$ cat src/rtl/fault_supervisor_pkg.sv
package fault_supervisor_pkg;
  // strobes from control to datapath
  typedef struct packed {
    logic clrFilters;
  } ctrlStrobes_t;

  // qualified events from datapath to control
  typedef struct packed {
    logic scHit;
    logic ocHit;
    logic ohHit;
  } detEvents_t;
endpackage

$ cat src/rtl/supv_datapath.sv
module supv_datapath
  import fault_supervisor_pkg::*;
#(
  parameter int FILT_CYC    = 4,
  parameter int EN_QUAL_CYC = 3200
) (
  input  logic         clk,
  input  logic         rstN,
  input  ctrlStrobes_t strobes,
  input  logic         enable,
  input  logic         shortDet,
  input  logic         ocDet,
  input  logic         heatDet,
  output detEvents_t   events
);
  localparam int FW = (FILT_CYC > 2) ? $clog2(FILT_CYC) : 1;
  localparam int EW = $clog2(EN_QUAL_CYC + 1);
  localparam int NCH = 2;

  logic [EW-1:0] enRun;
  logic          enQual;
  logic [NCH-1:0] chIn;
  logic [NCH-1:0] chHit;

  assign enQual = (enRun == EW'(EN_QUAL_CYC));

  // run length of enable-high samples, saturating
  always_ff @(posedge clk or negedge rstN) begin
    if (!rstN) enRun <= '0;
    else if (strobes.clrFilters || !enable) enRun <= '0;
    else if (!enQual) enRun <= enRun + 1'b1;
  end

  assign chIn[0] = ocDet;
  assign chIn[1] = shortDet && enable && enQual;

  for (genvar g = 0; g < NCH; g++) begin : gFilt
    logic [FW-1:0] run;
    logic          full;
    assign full     = (run == FW'(FILT_CYC - 1));
    assign chHit[g] = chIn[g] && full;
    always_ff @(posedge clk or negedge rstN) begin
      if (!rstN) run <= '0;
      else if (strobes.clrFilters || !chIn[g]) run <= '0;
      else if (!full) run <= run + 1'b1;
    end
  end

  assign events.ocHit = chHit[0];
  assign events.scHit = chHit[1];
  assign events.ohHit = heatDet;
endmodule

$ cat src/rtl/supv_control.sv
module supv_control
  import fault_supervisor_pkg::*;
(
  input  logic         clk,
  input  logic         rstN,
  input  logic         vddBelowLow,
  input  logic         vddBelowHigh,
  input  logic         vmotLow,
  input  detEvents_t   events,
  output ctrlStrobes_t strobes,
  output logic         faultN,
  output logic         bridgeOff
);
  logic vddUnder;
  logic faultLat;

  // hysteresis on the two logic-supply comparator levels
  always_ff @(posedge clk or negedge rstN) begin
    if (!rstN) vddUnder <= 1'b1;
    else if (vddBelowLow) vddUnder <= 1'b1;
    else if (!vddBelowHigh) vddUnder <= 1'b0;
  end

  // fault latch, cleared only by power-on reset
  always_ff @(posedge clk or negedge rstN) begin
    if (!rstN) faultLat <= 1'b0;
    else if (vddUnder) faultLat <= 1'b0;
    else if (events.scHit || events.ocHit || events.ohHit) faultLat <= 1'b1;
  end

  assign strobes.clrFilters = vddUnder;
  assign faultN    = ~faultLat;
  assign bridgeOff = faultLat | vddUnder | vmotLow;
endmodule

$ cat src/rtl/fault_supervisor.sv
module fault_supervisor
  import fault_supervisor_pkg::*;
#(
  parameter int FILT_CYC    = 4,
  parameter int EN_QUAL_CYC = 3200
) (
  input  logic clk,
  input  logic rstN,
  input  logic vddBelowLow,
  input  logic vddBelowHigh,
  input  logic vmotLow,
  input  logic enable,
  input  logic shortDet,
  input  logic ocDet,
  input  logic heatDet,
  output logic faultN,
  output logic bridgeOff
);
  ctrlStrobes_t strobes;
  detEvents_t   events;

  supv_datapath #(.FILT_CYC(FILT_CYC), .EN_QUAL_CYC(EN_QUAL_CYC)) u_dp (
    .clk(clk), .rstN(rstN), .strobes(strobes), .enable(enable),
    .shortDet(shortDet), .ocDet(ocDet), .heatDet(heatDet), .events(events)
  );

  supv_control u_ctl (
    .clk(clk), .rstN(rstN), .vddBelowLow(vddBelowLow),
    .vddBelowHigh(vddBelowHigh), .vmotLow(vmotLow), .events(events),
    .strobes(strobes), .faultN(faultN), .bridgeOff(bridgeOff)
  );
endmodule

$ cat config.mk
export PLATFORM = sky130hd
export DESIGN_NAME = fault_supervisor
export DESIGN_NICKNAME = d
export VERILOG_FILES = /design/src/rtl/fault_supervisor_pkg.sv /design/src/rtl/supv_datapath.sv /design/src/rtl/supv_control.sv /design/src/rtl/fault_supervisor.sv
export SDC_FILE = /design/constraint.sdc
export NUM_CORES = 1
export LEC_CHECK = 0
export BUFFER_PORTS_ARGS = -buffer_cell sky130_fd_sc_hd__buf_2
export CORE_MARGIN = 1
export CORE_UTILIZATION = 45
export DETAILED_ROUTE_END_ITERATION = 10
export PLACE_DENSITY = 0.64
export SYNTH_ARGS = -nofsm -noshare
export SYNTH_HDL_FRONTEND = slang
export SYNTH_SLANG_ARGS = --single-unit
$ cat constraint.sdc
create_clock -name clk -period 3.9 [get_ports clk]
set_input_delay 0.78 -clock clk [delete_from_list [all_inputs] [get_ports clk]]
set_output_delay 0.78 -clock clk [all_outputs]
set_load 0.005 [all_outputs]
### After elaboration in Yosys (flattened, before gate mapping)

Index checks and enable logic that the tools add are counted.

| storage, ports and cells | value |
|---|---|
| register bits after elaboration | 18 |
| word-level logic and storage cells | 41 |
| output and inout bits | 2 |
| bits of input ports | 9 |

| cells by class | value |
|---|---|
| eq/ne operators | 7 |
| reduce and logical (&&, ||, !) cells | 13 |
| bitwise operators | 3 |
| multiplexer cells | 10 |
| add/sub/neg operators | 3 |

Operators with widths:

| operator | number |
|---|---|
| $mux 12 | 2 |
| $add 12x1->12 const B | 1 |
| $eq 12x12->1 const B | 1 |
| $mux 2 | 4 |
| $ne 2x2->1 const B | 4 |
| $logic_or 1x1->1 | 5 |
| $add 2x1->2 const B | 2 |
| $eq 2x2->1 const B | 2 |
| $logic_and 1x1->1 | 4 |
| $mux 1 | 4 |
| $logic_not 1->1 | 3 |
| $or 1x1->1 | 2 |
| $reduce_bool 2->1 | 1 |
| $not 1->1 | 1 |

### Depth between registers and ports, before layout

| depth | value |
|---|---|
| word-level depth | 7 |
| depth in mapped cells | 5 |
| depth with buffers taken out | 5 |

### Modules after synthesis

A second synthesis with hierarchy kept.

| unflattened totals | value |
|---|---|
| cells, all modules | 98 |
| area total of the unflattened synthesis | 985.9 um2 |

By module, submodules not included:

| module | times used | area each (um2) | cells each | seq. area each (um2) |
|---|---|---|---|---|
| supv_datapath | 1 | 907.1 | 91 | 400.4 |
| supv_control | 1 | 78.8 | 7 | 51.3 |

### Least setup slack after synthesis

OpenSTA, ideal clock, no wires.

| timing | value |
|---|---|
| kind | input-to-output |
| start | input vmotLow |
| end | output bridgeOff |
| setup slack | 2.027 ns |
| buffers on the path | 0 |
| data required time | 3.120 ns |
| stages on the path | 1 |
| data arrival time | 1.093 ns |
| path through | or3_1 |

| between the ends | value |
|---|---|
| cells in the longest elaborated chain, start to end | 1 |

RTL lines:

| element | line | source |
|---|---|---|
| start, declared | fault_supervisor.sv:11 | `input logic vmotLow,` |
| $or 1x1->1 | supv_control.sv:33 | `assign bridgeOff = faultLat \| vddUnder \| vmotLow;` |
| end, declared | fault_supervisor.sv:17 | `output logic bridgeOff` |

Every way passes these cells.

### Worst setup path after layout

Ends and elaborated chain as after synthesis.

==> metrics <==
post-synth net total=110; Design Area, Final=1080 um^2; die width=48.6 um; Starting DRT DRC Count=16; measured slew at the worst slew-check pin=0.438 ns; Worst Path Arrival=1.30 ns; largest net degree at the start of global routing=19; Net Switching=67.5 uW; H-tree Lvls=1; DP HPWL=1350 um; Max FO, Critical Path=1; CP Class=in -> out; Synth area leader=dfrtp_1; GRT Resource Usage Total=19.0%; share of the synthesized area in the top cell type=43.6%; hold buffer count at CTS=0; worst skew pair latency=0.29 ns; Switching Share=22.1%; Hold WS=0.402 ns; max-slew violations=0; Worst slew margin=70.8%; initial antenna violation count=0; Top delay family on crit path=simple AND/OR/NAND/NOR gates; Filler Cell Count=192; crit path time final=2.08 ns; Distinct cells, synth=34; HP Class=in -> async; Pint=238 uW; post-synthesis instance area=976 um^2; Worst Skew=0.00421 ns; # IOs=11; Reg power frac=63.2%; worst path cell trace=buf_2 > or3_1 > buf_2; CTS tree=yes; critical path's slowest cell=or3_1; power density over the cells=283 nW/um^2; Starting Density=48.8%; required time worst endpoint=3.12 ns; Area growth syn-to-layout=10.9%; site row count=16; FF-to-FF Start=u_dp.enRun[0]; Remaining DRCs=0; CP max stage delay=0.29 ns; first-pass GRT wire length=3440 um; post-synthesis async set-or-reset flop share=100%; Reg clk slew, reported paths=0.09 ns; vias in the first global route=815; Hold Vio Cnt, Final=0; register area share after synthesis=46.3%; core area=2000 um^2; Final ANT Viol Nets=0; TritonCTS Sinks=18; setup bufs post-CTS=0; DIE AREA=2360 um^2; Synth area leaders=dfrtp_1 (44%), ha_1 (5.1%), a21oi_1 (3.6%); Startpoint Class=input pin; fin crit share=53.2%; vias per cell=5.71; Final setup viols=0; CP dominant cell by count=buf_2; drt total wl=1850 um; top cells by count, synth=dfrtp_1 (17), inv_1 (8), a21oi_1 (7), nand2_1 (5); Pre-antenna DRT Iters=4; post-synthesis instance total=97; max-cap viol count=0; CTS resizes=0; dpl cell area=1060 um^2; status=complete, no violations; Root Driver=clkbuf_4; LEAKAGE=0.440 nW; VDD IR-drop max=0.187 mV; Comb pwr share=6.5%; grt ovf=0; setup TNS=0 ns; final design utilization=54.1%; CP bufs+invs=2; Warnings, synthesis=0; Post-synth EDFFs=0; R2R Setup Slk=2.30 ns; Synth Area per Inst=10.1 um^2; fmax=0.482 GHz; Top FF cell, synth=dfrtp_1; clock buffer depth=2; clock share of power=30.3%; CP endpoint kind=output port; R2R cell count=4; per-cell routed wire length=13.5 um; unrepaired setup endpoints after global routing=no; share of cells above drive strength 1=17.3%; Post-layout nets=124; routability cong.=0.826; Diodes inserted=0; TritonCTS Buffers=3; via count=782; port bufs=10; most frequent cell after synthesis=dfrtp_1; worst r2r dst=u_dp.enRun[10]; Yosys reg bits=18; Die Y=48.6 um
[kinds of logic after synthesis]
kind of cell | share of synthesized area, %
compound gates | 13.2
xor+xnor | 3.59
fa+ha+maj | 5.13
buf+inv | 3.46
flops | 46.3
mux | 3.08
simple gates | 25.3
[layout by cell type (no fill, tap or decap), drive strengths merged, types with 2 or more instances in the layout]
cell,n
nand2,5
nand3,4
o311ai,2
nor4,2
mux2i,3
dfrtp,17
and4bb,2
o21ai,3
a21oi,7
xor2,3
nand4,4
clkbuf,4
ha,4
nor3,4
or3,5
inv,8
or4,2
nand2b,3
o31ai,3
buf,10
nor2,4
[metal layers]
layer  vias up  GRT usage [%]  part of all wire (%)
met5         -              0                     0
met4         0           10.3                   1.9
met2         9           30.5                    45
met1       382           24.8                    52
li1        387              -                     -
met3         4           2.83                   1.7
[worst max path at each step]
stage               slack [ns]  depth (start not counted)     from   endpoint
global placement          1.84                          3  vmotLow  bridgeOff
finish                    1.82                          3  vmotLow  bridgeOff
CTS                       1.82                          3  vmotLow  bridgeOff
global route              1.81                          3  vmotLow  bridgeOff
floorplan                 2.03                          1  vmotLow  bridgeOff
detailed placement        1.82                          3  vmotLow  bridgeOff
[power by group through the flow]
| stage | sequential [mW] | combinational (mW) | clock [mW] |
|---|---|---|---|
| after floorplan | 0.196 | 0.00980 | 0 |
| after global placement | 0.197 | 0.0196 | 0 |
| after detailed placement | 0.197 | 0.0203 | 0 |
| after CTS | 0.193 | 0.0204 | 0.101 |
| after global routing | 0.194 | 0.0235 | 0.108 |
| final | 0.193 | 0.0199 | 0.0927 |
[through the flow]
stage          total power [mW]  std cells  setup slack [ns]
5_1_grt                   0.325        137              1.81
3_5_place_dp              0.217        133              1.82
2_1_floorplan             0.206         97              2.03
6_report                  0.306        137              1.82
3_3_place_gp              0.216        133              1.84
4_1_cts                   0.314        137              1.82
[area by class of cell]
type / instances / area [um^2] / share of cell area [%]
well taps: 27 / 33.8 / 3.12
clock buffers: 4 / 26.3 / 2.43
flip-flops and latches: 18 / 452 / 41.7
repair buffers: 10 / 50.0 / 4.62
inverters: 8 / 30.0 / 2.77
multi-input cells: 70 / 490 / 45.3
[flip-flops by register name, summed over array words and instances (netlist names)]
name            count
u_ctl.faultLat      1
u_ctl.strobes       1
u_dp.enRun         12
u_dp.gFilt.run      4
Note: power is estimated with default switching activity, not from simulation.
